$ cat src/rtl/otp_pkg.sv
package otp_pkg;
   typedef enum logic [1:0] {
      OP_READ      = 2'b00,
      OP_PROG      = 2'b01,
      OP_LOCK_USER = 2'b10,
      OP_LOCK_SEC  = 2'b11
   } otp_op_e;
endpackage

$ cat src/rtl/otp_access_ctrl.sv
module otp_access_ctrl
   import otp_pkg::*;
#(
   parameter int NUM_WORDS = 8,
   localparam int ADDR_W = $clog2(NUM_WORDS),
   localparam int HALF = NUM_WORDS / 2
) (
   input  logic              soft_rst_n,
   input  logic              req_valid,
   input  logic [1:0]        req_op,
   input  logic [ADDR_W-1:0] req_addr,
   input  logic              user_locked,
   output logic              prog_en,
   output logic              err_set,
   output logic              rd_take,
   output logic              lock_user_set,
   output logic              lock_sec_set
);
   logic    live;
   logic    in_user;
   otp_op_e op;

   always_comb begin
      op            = otp_op_e'(req_op);
      live          = req_valid & soft_rst_n;
      in_user       = (int'(req_addr) >= HALF);
      rd_take       = live & (op == OP_READ);
      prog_en       = live & (op == OP_PROG) & in_user & ~user_locked;
      err_set       = live & (op == OP_PROG) & (~in_user | user_locked);
      lock_user_set = live & (op == OP_LOCK_USER);
      lock_sec_set  = live & (op == OP_LOCK_SEC);
   end
endmodule

$ cat src/rtl/otp_user_array.sv
module otp_user_array #(
   parameter int WORD_W = 16,
   parameter int USER_WORDS = 4,
   localparam int IDX_W = (USER_WORDS > 1) ? $clog2(USER_WORDS) : 1
) (
   input  logic              clk,
   input  logic              por_n,
   input  logic              prog_en,
   input  logic [IDX_W-1:0]  prog_idx,
   input  logic [WORD_W-1:0] prog_data,
   input  logic [IDX_W-1:0]  rd_idx,
   output logic [WORD_W-1:0] rd_word
);
   logic [WORD_W-1:0] cells [USER_WORDS];

   for (genvar w = 0; w < USER_WORDS; w++) begin : g_word
      always_ff @(posedge clk or negedge por_n) begin
         if (!por_n)
            cells[w] <= '1;
         else if (prog_en && (int'(prog_idx) == w))
            cells[w] <= cells[w] & prog_data;
      end
   end

   assign rd_word = cells[rd_idx];
endmodule

$ cat src/rtl/otp_lock_bits.sv
module otp_lock_bits (
   input  logic clk,
   input  logic por_n,
   input  logic clr_user,
   input  logic clr_sec,
   output logic user_locked,
   output logic sec_locked
);
   logic user_open_n;
   logic sec_open_n;

   always_ff @(posedge clk or negedge por_n) begin
      if (!por_n) begin
         user_open_n <= 1'b1;
         sec_open_n  <= 1'b1;
      end else begin
         if (clr_user) user_open_n <= 1'b0;
         if (clr_sec)  sec_open_n  <= 1'b0;
      end
   end

   assign user_locked = ~user_open_n;
   assign sec_locked  = ~sec_open_n;
endmodule

$ cat src/rtl/otp_prot_reg.sv
module otp_prot_reg #(
   parameter int WORD_W = 16,
   parameter int NUM_WORDS = 8,
   parameter logic [WORD_W*NUM_WORDS/2-1:0] FACTORY_ID = 64'h3C5A_96E1_0B7D_F248,
   localparam int ADDR_W = $clog2(NUM_WORDS)
) (
   input  logic              clk,
   input  logic              por_n,
   input  logic              soft_rst_n,
   input  logic              req_valid,
   input  logic [1:0]        req_op,
   input  logic [ADDR_W-1:0] req_addr,
   input  logic [WORD_W-1:0] req_wdata,
   output logic              rd_valid,
   output logic [WORD_W-1:0] rd_data,
   output logic              wr_err,
   output logic              user_locked,
   output logic              sec_locked
);
   localparam int HALF  = NUM_WORDS / 2;
   localparam int UIDX_W = ADDR_W - 1;

   if (NUM_WORDS < 4 || (1 << ADDR_W) != NUM_WORDS) begin : g_bad_words
      $error("NUM_WORDS must be a power of two, at least 4");
   end
   if (WORD_W < 1) begin : g_bad_width
      $error("WORD_W must be positive");
   end

   logic              prog_en, err_set, rd_take, lock_user_set, lock_sec_set;
   logic [WORD_W-1:0] user_word;
   logic [WORD_W-1:0] fact_words [HALF];
   logic [WORD_W-1:0] sel_word;

   for (genvar f = 0; f < HALF; f++) begin : g_fact
      assign fact_words[f] = FACTORY_ID[f*WORD_W +: WORD_W];
   end

   otp_access_ctrl #(.NUM_WORDS(NUM_WORDS)) ctrl_i (
      .soft_rst_n   (soft_rst_n),
      .req_valid    (req_valid),
      .req_op       (req_op),
      .req_addr     (req_addr),
      .user_locked  (user_locked),
      .prog_en      (prog_en),
      .err_set      (err_set),
      .rd_take      (rd_take),
      .lock_user_set(lock_user_set),
      .lock_sec_set (lock_sec_set)
   );

   otp_user_array #(.WORD_W(WORD_W), .USER_WORDS(HALF)) user_i (
      .clk      (clk),
      .por_n    (por_n),
      .prog_en  (prog_en),
      .prog_idx (req_addr[UIDX_W-1:0]),
      .prog_data(req_wdata),
      .rd_idx   (req_addr[UIDX_W-1:0]),
      .rd_word  (user_word)
   );

   otp_lock_bits locks_i (
      .clk        (clk),
      .por_n      (por_n),
      .clr_user   (lock_user_set),
      .clr_sec    (lock_sec_set),
      .user_locked(user_locked),
      .sec_locked (sec_locked)
   );

   assign sel_word = req_addr[ADDR_W-1] ? user_word : fact_words[req_addr[UIDX_W-1:0]];

   always_ff @(posedge clk or negedge por_n) begin
      if (!por_n) begin
         rd_valid <= 1'b0;
         rd_data  <= '0;
         wr_err   <= 1'b0;
      end else if (!soft_rst_n) begin
         rd_valid <= 1'b0;
         rd_data  <= '0;
         wr_err   <= 1'b0;
      end else begin
         rd_valid <= rd_take;
         wr_err   <= err_set;
         if (rd_take) rd_data <= sel_word;
      end
   end
endmodule

$ cat config.mk
export PLATFORM = sky130hd
export DESIGN_NAME = otp_prot_reg
export DESIGN_NICKNAME = d
export VERILOG_FILES = /design/src/rtl/otp_pkg.sv /design/src/rtl/otp_access_ctrl.sv /design/src/rtl/otp_user_array.sv /design/src/rtl/otp_lock_bits.sv /design/src/rtl/otp_prot_reg.sv
export SDC_FILE = /design/constraint.sdc
export NUM_CORES = 1
export LEC_CHECK = 0
export BUFFER_PORTS_ARGS = -buffer_cell sky130_fd_sc_hd__buf_2
export CAP_MARGIN = 25
export CORE_AREA = 2 2 95 107
export CTS_BUF_LIST = sky130_fd_sc_hd__clkbuf_16
export CTS_CLUSTER_DIAMETER = 60
export CTS_CLUSTER_SIZE = 28
export DETAILED_ROUTE_END_ITERATION = 7
export DIE_AREA = 0 0 97 109
export SYNTH_ARGS = -nofsm -noshare
export SYNTH_HDL_FRONTEND = slang
export SYNTH_SLANG_ARGS = --single-unit
export TNS_END_PERCENT = 1
$ cat constraint.sdc
create_clock -name clk -period 1.2 [get_ports clk]
set_input_delay 0 -clock clk [delete_from_list [all_inputs] [get_ports clk]]
set_output_delay 0 -clock clk [all_outputs]
set_load 0.01 [all_outputs]
Yosys cells after proc, flatten, opt, wreduce, memory -nomap -nowiden. Index checks and enable logic that the tools add are counted.

$lt $le $gt $ge: 2. Reduce and logical (&&, ||, !) cells: 6. Eq/ne operators: 7. Multiplexer cells: 11. Bitwise logic cells: 17.

Operator list (count): 16-bit two-way mux (7); 16-bit AND (4); 16-bit binary-select mux with 2-bit select (2); 1-bit AND (8); 2-bit == test (second input constant) (4); 3-bit greater-or-equal comparator (second input constant) (2); 2-bit by 1-bit == test with 1-bit output (second input constant) (2); 1-bit logical AND (4); 2-bit logical NOT (2); 1-bit inverter (3); 2-bit inverter with 3-bit output (1); 1-bit two-way mux (2); 2-bit by 1-bit inequality test with 1-bit output (second input constant) (1); 1-bit bitwise OR (1).

Register bits after elaboration: 84. Output and inout bits: 20. Input bits: 25.

Logic depth before layout (Yosys ltp). Gate-level depths: netlist (run 1).

Depth in word-level cells: 7. Mapped depth: 7. Gate-level depth less buffers: 5.

Hierarchy. A second synthesis (run 1) with hierarchy kept.

Cell total of the unflattened synthesis: 275. Area, all modules: 3804.9 sq um.

Modules (own cells, without submodules): otp_user_array (area an instance 2730.1 sq um, seq. area each 1681.6 sq um, cells each 173, times used 1); otp_prot_reg (area an instance 932.1 sq um, seq. area each 450.4 sq um, cells each 87, times used 1); otp_lock_bits (area an instance 87.6 sq um, seq. area each 52.6 sq um, cells each 6, times used 1); otp_access_ctrl (area an instance 55.1 sq um, seq. area each 0.0 sq um, cells each 9, times used 1).

Least setup slack after synthesis (run 1). Ideal clock, no wire load.

Kind: register to register. From: register locks_i.user_open_n. To: register user_i.cells[10] (netlist bit). Period minus slack after synthesis: 1176 ps. Cell stages (with the launch flop): 4. Arrival time: 1099 ps. Library setup time: 77 ps. Slack: 24 ps. Buffers on the path: 1. Required time: 1123 ps. Path through: dfstp_2 nand4_4 buf_6 o21a_1.

Word-level cells in the longest chain between the ends: 2.

Ends and longest elaborated chain: start, declared (RTL line otp_lock_bits.sv:9) `logic user_open_n;`; start signal, assigned (RTL line otp_lock_bits.sv:14) `user_open_n <= 1'b1;`; start signal, assigned (RTL line otp_lock_bits.sv:17) `if (clr_user) user_open_n <= 1'b0;`; 1-bit AND (RTL line otp_access_ctrl.sv:28) `prog_en = live & (op == OP_PROG) & in_user & ~user_locked;`; 1-bit logical AND (RTL line otp_user_array.sv:20) `else if (prog_en && (int'(prog_idx) == w))`; end signal, assigned by index (RTL line otp_user_array.sv:21) `cells[w] <= cells[w] & prog_data;`; end, declared (RTL line otp_user_array.sv:14) `logic [WORD_W-1:0] cells [USER_WORDS];`.

No other way between the ends. A chain may end at the register's enable or synchronous reset.

Worst setup path in the final report (run 1).
From: register locks_i.user_open_n. To: register user_i.cells[14] (netlist bit).

Same word-level chain as after synthesis.

==> key figures, run 1 <==
Timing
  – Final min period: 1250 ps
  – Max-slew headroom: 0.773
  – Final setup skew: roughly 4.9 ps
  – Final Hold Viols: 0
  – Final Worst Setup Slack: -45.2 ps
  – Final setup violating endpoints: 32
  – Max Fclk: approximately 800 MHz
  – Final Slew Violations: 0
  – Unrepaired setup endpoints after global routing: true
  – Least-Margin Pin Slew: about 340 ps
  – Fin crit share: 1.04

Drt
  – DR vias/cell: between 5 and 6
  – Initial DRT Pass Iterations: 4
  – DRT iter0 DRCs: 94
  – DR WL/cell: between 15 and 20 microns
  – Routed Antenna Nets: 0
  – DRC: 0
  – Final wirelength: 8360 microns
  – Via count: 2,522

Yosys
  – Top_reg_cell synth: dfstp_2
  – Synth Area per Inst: about 14 sq um
  – Post-synthesis instance total: around 270
  – Top cells by area, synth: dfstp_2 (47%), o21a_1 (13%), dfrtp_1 (12%)
  – Sequential share of the synthesized area: 0.588
  – Yosys top cell by area: dfstp_2
  – Post-Syn Area: roughly 3700 sq um
  – Count leader, synth: dfstp_2
  – Yosys cell types: 31
  – Synth top cells by count: dfstp_2 (66), o21a_1 (64), a21oi_1 (21), dfrtp_1 (18), mux2i_1 (10)
  – FFs w/ async S/R, synth: 1.00
  – Number of synthesized flops with an enable pin: 0
  – Yosys warnings: 0
  – Flops & latches, synth: 84
  – Syn nets: around 300
  – Top cell type's share of synthesized area: 0.467

GRT
  – Antenna violations before repair: 0
  – Largest net degree at the start of global routing: 47
  – Total GRT Usage: 0.175
  – Total grt overflow: 0
  – First-pass GRT wire length: between 10,000 and 15,000 microns
  – Number of global-route vias before repair: roughly 2,700

Place
  – Routability cong.: 0.764
  – Dpl cells: ~440
  – Placed instance area: about 4300 sq um
  – Post-DP HPWL: around 5600 microns
  – Port buffer count: 44

Critical path
  – WS Path Type: register to register
  – FF-to-FF Start: locks_i.user_open_n$_DFFE_PN1P_
  – Arr. time, crit path: 1510 ps
  – Worst setup startpoint: locks_i.user_open_n$_DFFE_PN1P_
  – R2r setup slk: -50 ps
  – Critical Path End Type: register
  – Worst Reg-to-Reg Cells: 4
  – Critical path peak fanout: 12
  – Reg-to-Reg End: user_i.cells[14]$_DFFE_PN1P_
  – Startpoint Class: register
  – CP Data Required Time: approximately 1500 ps

Finish
  – Non-Filler Instances: approximately 480
  – Cell area after layout: about 4800 sq um
  – Share of layout cells above drive strength 1: 0.485
  – NumNets Final: approximately 390
  – Syn-to-layout area delta: 29.2%
  – Inserted Diodes: 0
  – # fillers: between 800 and 900

Run
  – Max-Cap Viols: 0

CTS
  – Maximum clock path buffer count: 2
  – H-tree levels: 3
  – Clk slew on worst S/H paths: approximately 60 ps
  – Root Buffer Master: clkbuf_16
  – Latest clock arrival within the worst-skew pair: 330 ps
  – CTS tree: yes
  – CTS buffer count: 9
  – CTS Sinks: 84

Floorplan
  – Core region area: around 9600 sq um
  – Initial core utilization: 0.389
  – DIE HEIGHT: between 100 and 150 microns
  – Die width: about 97 microns
  – Number of cell rows: 38
  – Die area: 10,600 sq um
  – Top-Level Pins: 45

Power
  – PwrDens: 1260 nW/um^2
  – Leak pwr: about 2 nW
  – Max VDD drop: roughly 0.00070 V
  – Final total power: between 6 and 7 mW

Min path
  – Min-delay src: req_addr[2]
  – Hold endpoint: wr_err$_DFF_PN0_
  – Cells on Worst Hold Path: 2
  – Hold Crit Class: input port to register

Run status
  – Status: finished, violations left
  – Failing checks: negative setup slack
placed cells by master (no fill, tap or decap), types with 2 or more instances in the layout:
cell | netlist | layout
a2bb2oi_1 | 7 | 7
o21ai_0 | 8 | 3
buf_2 | 3 | 43
inv_1 | 5 | 6
dlygate4sd3_1 | 0 | 20
a21oi_2 | 0 | 3
mux2_2 | 8 | 8
buf_12 | 0 | 10
o21a_1 | 64 | 64
mux2i_1 | 10 | 10
o21ai_1 | 0 | 5
clkinv_2 | 0 | 2
ha_1 | 7 | 7
dfrtp_1 | 18 | 18
nand4_4 | 4 | 4
nand3_1 | 9 | 9
nor2_1 | 6 | 6
clkinv_1 | 1 | 3
dfstp_2 | 66 | 66
buf_4 | 2 | 18
clkbuf_16 | 0 | 9
mux4_2 | 8 | 8
a21oi_1 | 21 | 18
nand2_1 | 2 | 2
sequential cells by signal (all words and copies together) (netlist names):
signal / count
user_i.cells: 64
rd_valid: 1
wr_err: 1
locks_i.sec_open_n: 1
locks_i.user_open_n: 1
rd_data: 16
stage by stage:
step / util / setup WS (ps) / TNS, ps / hold slack, ps
floorplan: - / 23.6 / 0 / -296
global placement: 0.448 / -46.8 / -389 / 93.4
detailed placement: 0.448 / -21.0 / -328 / 95.7
CTS: 0.501 / -34.6 / -447 / 26.3
global route: 0.502 / -79.2 / -2140 / 49.5
finish: 0.502 / -45.2 / -639 / 39.3
report_power, final:
part	switching (mW)	total (mW)	internal [mW]
sequential	0.0137	2.89	2.87
clock	1.08	2.66	1.58
combinational	0.268	0.487	0.219
total	1.36	6.03	4.67
critical path: stages (launching register included):
cell	delay, ps
dfstp_2	560
buf_12	130
nand4_4	120
buf_12	180
o21a_1	180
repair_timing:
item	in CTS	in global routing
hold endpoints to repair	113	0
endpoints found under the setup margin	65	72
buffers inserted	1	0
hold buffers	20	0
resized for setup	0	8
pin swaps	0	6
logic make-up (layout without fill, tap and decap cells):
kind of cell             count (synthesis)  after routing  share of synthesized area
buffers and inverters                   21            113                     0.0364
multiplexers                            27             27                      0.103
flip-flops                              84             84                      0.588
AO/OA/AOI/OAI                          104            104                      0.194
adder cells (fa/ha/maj)                  7              7                     0.0236
AND/OR/NAND/NOR                         26             26                     0.0556
area by class of cell:
type | instances | area (sq um) | share of cell area
timing repair buffer | 91 | 751 | 0.156
multi-input combinational | 164 | 1410 | 0.293
clock buffer | 9 | 225 | 0.0469
tap | 120 | 150 | 0.0313
sequential | 84 | 2180 | 0.455
inverter | 6 | 22.5 | 0.00469
clock inverter | 7 | 58.8 | 0.0123
metal layers:
layer  vias up  track usage  wire, microns
li1       1171            -              -
met1      1274        0.235           4010
met2        60        0.260           3770
met3        17       0.0494            327
met4         0       0.0865            248
met5         -            0              0
worst max-delay path by stage:
stage,end,slack (ps),cells past startpoint
after CTS,user_i.cells[14]$_DFFE_PN1P_,-30,4
after global placement,rd_data[2]$_DFFE_PN0P_,-50,6
after floorplan,user_i.cells[10]$_DFFE_PN1P_,20,3
after detailed placement,rd_data[2]$_DFFE_PN0P_,-20,6
after global routing,user_i.cells[14]$_DFFE_PN1P_,-80,4
final,user_i.cells[14]$_DFFE_PN1P_,-50,4
Note: power is estimated with default switching activity, not from simulation.
==> inputs of run 2 (changes only) <==
==> constraint.sdc (replaced) <==
create_clock -name clk -period 1.2 [get_ports clk]
set_input_delay 0.18 -clock clk [delete_from_list [all_inputs] [get_ports clk]]
set_output_delay 0.18 -clock clk [all_outputs]
set_load 0.01 [all_outputs]
==> run 2 against run 1 <==
- the flow finishes with violations (negative hold slack, negative setup slack)
- sequential cell count unchanged
- sequential power about the same
- fmax grew 2.8%
- sequential share of layout area grew 1.2 points
- final cell count decreased by 2.7%
- combinational power is 4.3% lower
- clock power down 9.8%
- clock skew rose by 0.75 ps
- worst hold slack lost 39 ps
- first-iteration DRC count up 35%
- largest power group unchanged
==> key figures, run 2 (synthesis results as in run 1) <==
Timing
  – Max Fclk: 825 MHz (+2.8%)
  – Hold_ws: -0.0384 ps (-39.3 ps)
  – Final Worst Setup Slack: -11.6 ps (+33.6 ps)
  – Final setup skew: 5.68 ps (+0.753 ps)
  – Final min period: 1210 ps (-33.6 ps)
  – Final setup violating endpoints: 6 (-81%)
  – Least-Margin Pin Slew: 309 ps (-30.2 ps)
  – Unrepaired setup endpoints after global routing: true
  – Final Slew Violations: 0 (unchanged)
  – Fin crit share: 1.01 (-0.0280)
  – Max-slew headroom: 0.794 (+0.0207)
  – Final Hold Viols: 1 (+1)

Run
  – Max-Cap Viols: 0 (unchanged)

Run status
  – Status: finished, violations left
  – Failing checks: negative hold slack, negative setup slack

Finish
  – NumNets Final: 375 (-3.4%)
  – Commonest non-fill, non-tap cell in the layout: dfstp_2
  – Syn-to-layout area delta: 25.8%
  – Biggest regs: user_i.cells x64, rd_data x16
  – Most frequent cells in the layout: dfstp_2 (66), o21a_1 (64), buf_2 (41)
  – Biggest register: user_i.cells
  – Cell area after layout: 4670 sq um (-2.6%)
  – Util after Layout: 0.489 (-0.0132)
  – Largest register FFs: 64 (unchanged)
  – Share of layout cells above drive strength 1: 0.542 (+0.0570)
  – Non-Filler Instances: 468 (-2.7%)

GRT
  – Total grt overflow: 0 (unchanged)
  – Number of global-route vias before repair: 2,477 (-7.7%)
  – Total GRT Usage: 0.164 (-0.0101)
  – Antenna violations before repair: 1 (+1)
  – First-pass GRT wire length: 13,300 microns (-4.9%)
  – Largest net degree at the start of global routing: 25 (-47%)

Floorplan
  – Die area: 10,600 sq um (unchanged)
  – DIE HEIGHT: 109 microns (unchanged)
  – Top-Level Pins: 45 (unchanged)
  – Number of cell rows: 38 (unchanged)
  – Initial core utilization: 0.389 (unchanged)
  – Die width: 97 microns (unchanged)
  – Core region area: 9560 sq um (unchanged)

Critical path
  – Startpoint Class: register
  – CP Data Required Time: 1460 ps (about the same)
  – FF-to-FF Start: locks_i.user_open_n$_DFFE_PN1P_
  – Critical path peak fanout: 16 (+4)
  – Reg-to-Reg End: user_i.cells[6]$_DFFE_PN1P_
  – R2r setup slk: -10 ps (+30 ps)
  – WS Path Type: register to register
  – Critical Path End Type: register
  – Worst Reg-to-Reg Cells: 4 (unchanged)
  – Arr. time, crit path: 1470 ps (-40 ps)

Power
  – Max VDD drop: 0.000659 V (-5.7%)
  – PwrDens: 1230 nW/um^2 (-2.0%)
  – Leak pwr: 1.98 nW (-2.7%)

CTS
  – H-tree levels: 3 (unchanged)
  – Hold_buf cts: 0 (-100%)
  – Latest clock arrival within the worst-skew pair: 330 ps (about the same)
  – CTS Sinks: 84 (unchanged)
  – CTS tree: yes
  – Clk slew on worst S/H paths: 60 ps (about the same)
  – CTS buffer count: 9 (unchanged)
  – Root Buffer Master: clkbuf_16
  – Maximum clock path buffer count: 2 (unchanged)

Drt
  – Routed Antenna Nets: 0 (unchanged)
  – DRT iter0 DRCs: 127 (+35%)
  – DR vias/cell: 5.24 (about the same)
  – DR WL/cell: 17.2 microns (-0.90%)
  – DRC: 0 (unchanged)
  – Via count: 2,454 (-2.7%)
  – Final wirelength: 8060 microns (-3.6%)
  – Initial DRT Pass Iterations: 4 (unchanged)

Min path
  – Hold Crit Class: input port to async pin

Place
  – Placed instance area: 4380 sq um (+2.2%)
  – Post-DP HPWL: 5710 microns (+2.3%)
  – Routability cong.: 0.793 (+3.8%)
  – Dpl cells: 451 (+1.6%)
  – Port buffer count: 44 (unchanged)
[run 2: cell types whose count changed in the layout (fill, tap and decap cells not counted), sizes merged]
cell / delta
bufinv: -1
diode: +1
clkinvlp: +1
dlygate4sd3: -20
clkinv: -1
buf: +7
[run 2: critical path, cell delays in order (launching register included)]
cell and delay (ps):
dfstp_2 540, buf_6 140, nand4_4 110, buf_12 170, o21a_1 180
[run 2: metal layers]
| layer | wire length [microns] | share of wire | GRT usage | vias up |
|---|---|---|---|---|
| li1 | - | - | - | 1138 |
| met1 | 3900 | 0.48 | 0.224 | 1257 |
| met2 | 3700 | 0.46 | 0.251 | 55 |
| met3 | 372 | 0.046 | 0.0481 | 4 |
| met4 | 81 | 0.010 | 0.0604 | 0 |
| met5 | 0 | 0 | 0 | - |
[run 2: layout make-up]
| class | count | area [sq um] |
|---|---|---|
| antenna | 1 | 2.50 |
| clock buffer | 9 | 225 |
| clock inverter | 6 | 33.8 |
| fill | 855 | 4880 |
| inverter | 6 | 25.0 |
| multi-input combinational | 164 | 1430 |
| sequential | 84 | 2180 |
| tap | 120 | 150 |
| timing repair buffer | 78 | 619 |
[run 2: repair_timing]
item,in CTS,in global routing
setup endpoints to repair,67,72
setup buffers,1,0
pin swaps,4,1
resized for setup,5,5
[run 2: where the power goes]
| group | switching, mW | total (mW) | internal [mW] | leakage, nW |
|---|---|---|---|---|
| Combinational | 0.264 | 0.466 | 0.202 | 0.929 |
| Clock | 1.03 | 2.40 | 1.37 | 0.128 |
| Sequential | 0.0142 | 2.89 | 2.87 | 0.927 |
[run 2: metrics by stage]
step | power, mW | setup slack, ps | TNS (ps)
after floorplan | 3.11 | -19.2 | -226
after global placement | 3.38 | -204 | -5310
after detailed placement | 3.39 | -203 | -5260
after CTS | 5.84 | -20.7 | -162
after global routing | 6.02 | -66.9 | -2280
final | 5.76 | -11.6 | -36.6
[run 2: how the worst max path moves through the flow]
| stage | startpoint | cells after the start | to | slack (ps) |
|---|---|---|---|---|
| after floorplan | req_addr[1] | 6 | user_i.cells[32]$_DFFE_PN1P_ | -20 |
| after global placement | req_addr[0] | 6 | rd_data[4]$_DFFE_PN0P_ | -200 |
| after detailed placement | req_addr[0] | 6 | rd_data[11]$_DFFE_PN0P_ | -200 |
| after CTS | locks_i.user_open_n$_DFFE_PN1P_ | 4 | user_i.cells[12]$_DFFE_PN1P_ | -20 |
| after global routing | locks_i.user_open_n$_DFFE_PN1P_ | 4 | user_i.cells[10]$_DFFE_PN1P_ | -70 |
| final | locks_i.user_open_n$_DFFE_PN1P_ | 4 | user_i.cells[6]$_DFFE_PN1P_ | -10 |
==> inputs of run 3 (changes only) <==
- CTS_BUF_LIST: sky130_fd_sc_hd__clkbuf_16 -> sky130_fd_sc_hd__clkbuf_4 sky130_fd_sc_hd__clkbuf_8
- MAX_ROUTING_LAYER: unset -> met4
==> run 3 against run 2 <==
- the flow finishes with violations (negative setup slack)
- core utilization down 0.73 points
- clock power down 28%
- non-clock buffer count up 3
- combinational power up 2%
- critical path type is now register to primary output
- critical endpoint is now user_locked
- highest routed layer unchanged
==> key figures, run 3 (synthesis results as in run 1) <==
Run status
  – Status: finished, violations left
  – Failing checks: negative setup slack

Finish
  – Syn-to-layout area delta: 23.9%
  – Biggest regs: user_i.cells x64, rd_data x16
  – # fillers: 878 (+2.7%)
  – Largest register FFs: 64 (unchanged)
  – NumNets Final: 378 (+0.80%)
  – Biggest register: user_i.cells
  – Share of layout cells above drive strength 1: 0.549 (+0.00678)
  – Commonest non-fill, non-tap cell in the layout: dfstp_2
  – Most frequent cells in the layout: dfstp_2 (66), o21a_1 (64), buf_2 (41)

Critical path
  – Buf+Inv Stages, Crit Path: 2 (unchanged)
  – Worst setup startpoint: locks_i.user_open_n$_DFFE_PN1P_
  – WS Path Type: register to primary output
  – CP Data Required Time: 1020 ps (-440 ps)
  – Critical path peak fanout: 2 (-14)
  – Worst Reg-to-Reg Cells: 4 (unchanged)
  – Startpoint Class: register
  – FF-to-FF Start: locks_i.user_open_n$_DFFE_PN1P_
  – Critical Path End Type: primary output
  – Crit-path cells: inv_2, buf_6
  – WP depth: 2 (-2)
  – Crit-path leading delay family: flip-flops
  – Slowest-stage cell, CP: dfstp_2
  – Largest stage delay, worst path: 550 ps (about the same)
  – Arr. time, crit path: 1050 ps (-420 ps)

Timing
  – Setup_tns: -43.5 ps (-6.96 ps)
  – Max Fclk: 810 MHz (-1.8%)
  – Final setup violating endpoints: 3 (-3)
  – Final Slew Violations: 0 (unchanged)
  – Fin crit share: 1.03 (+0.0188)
  – Final Hold Viols: 0 (-1)
  – Final Worst Setup Slack: -34.2 ps (-22.6 ps)
  – Max-slew headroom: 0.792 (-0.00201)
  – Final setup skew: 7.32 ps (+1.64 ps)
  – Final min period: 1230 ps (+22.6 ps)
  – Least-Margin Pin Slew: 312 ps (+3.02 ps)
  – Unrepaired setup endpoints after global routing: true
  – Hold_ws: 65.9 ps (+66.0 ps)

CTS
  – CTS buffer count: 9 (unchanged)
  – Maximum clock path buffer count: 2 (unchanged)
  – H-tree levels: 3 (unchanged)
  – Root Buffer Master: clkbuf_8
  – CTS tree: yes
  – CTS Sinks: 84 (unchanged)
  – Latest clock arrival within the worst-skew pair: 360 ps (+30 ps)
  – Clk slew on worst S/H paths: 80 ps (+20 ps)

Power
  – PwrDens: 1100 nW/um^2 (-10%)
  – Max VDD drop: 0.000471 V (-28%)
  – Leak pwr: 1.95 nW (-1.7%)

Drt
  – DRC: 0 (unchanged)
  – Initial DRT Pass Iterations: 4 (unchanged)
  – DR WL/cell: 17.3 microns (+0.32%)
  – DRT iter0 DRCs: 129 (+1.6%)
  – Final wirelength: 8140 microns (+0.97%)
  – Via count: 2,457 (+0.12%)
  – Routed Antenna Nets: 0 (unchanged)
  – DR vias/cell: 5.22 (-0.52%)

Place
  – Port buffer count: 44 (unchanged)
  – Post-DP HPWL: 5710 microns (unchanged)
  – Routability cong.: 0.804 (+1.4%)

GRT
  – Largest net degree at the start of global routing: 25 (unchanged)
  – First-pass GRT wire length: 13,300 microns (about the same)
  – Total GRT Usage: 0.170 (+0.00545)
  – Total grt overflow: 0 (unchanged)
  – Antenna violations before repair: 1 (unchanged)
  – Number of global-route vias before repair: 2,504 (+1.1%)

Floorplan
  – DIE HEIGHT: 109 microns (unchanged)
  – Number of cell rows: 38 (unchanged)
  – Initial core utilization: 0.389 (unchanged)
  – Core region area: 9560 sq um (unchanged)
  – Die width: 97 microns (unchanged)
  – Die area: 10,600 sq um (unchanged)
  – Top-Level Pins: 45 (unchanged)

Run
  – Max-Cap Viols: 0 (unchanged)

Min path
  – Hold Crit Class: input port to register
  – Cells on Worst Hold Path: 2
  – Min-delay src: req_op[0]
[run 3: routing by layer]
layer	vias up	wire length, microns	part of all wire	global-route usage
met5	-	0	0	-
met4	0	138	0.017	0.0724
met3	11	285	0.035	0.0397
met2	41	3710	0.46	0.251
met1	1263	4000	0.49	0.226
li1	1142	-	-	-
[run 3: layout make-up]
type / instances / area [sq um] / area share
flip-flops and latches: 84 / 2180 / 0.475
multi-input cells: 164 / 1440 / 0.312
repair buffers: 81 / 644 / 0.140
well taps: 120 / 150 / 0.0326
clock buffers: 10 / 131 / 0.0285
clock inverters: 5 / 30.0 / 0.00652
inverters: 6 / 25.0 / 0.00544
diodes: 1 / 2.50 / 0.000544
[run 3: repair_timing]
action	in CTS	in global routing
setup endpoints to repair	68	73
hold buffers	1	0
buffers inserted	2	1
gates resized for setup	6	6
pin swaps	5	1
hold endpoints to repair	24	0
[run 3: per-stage QoR]
step                      instances  power [mW]  cell area (sq um)  setup WS [ps]  utilization
after floorplan                 269        3.11               3750          -19.2            -
after global placement          451        3.38               4380           -204        0.458
after detailed placement        451        3.39               4380           -203        0.458
after CTS                       469        5.16               4580          -53.7        0.479
after global routing            471        5.31               4600          -75.3        0.482
final                           471        5.09               4600          -34.2        0.482
[run 3: final timing paths]
check / endpoint / slack, ps
setup reg to reg: user_i.cells[41]$_DFFE_PN1P_ / 0
max in group asynchronous: user_i.cells[60]$_DFFE_PN1P_ / 410
hold / removal: locks_i.sec_open_n$_DFFE_PN1P_ / 70
hold reg to reg: user_i.cells[32]$_DFFE_PN1P_ / 460
setup / recovery: user_locked / -30
min in group asynchronous: user_i.cells[55]$_DFFE_PN1P_ / 510
[run 3: power breakdown]
group	switching (mW)	internal, mW	total (mW)
clock	0.977	0.751	1.73
combinational	0.266	0.209	0.475
sequential	0.0141	2.87	2.88
total	1.26	3.83	5.09
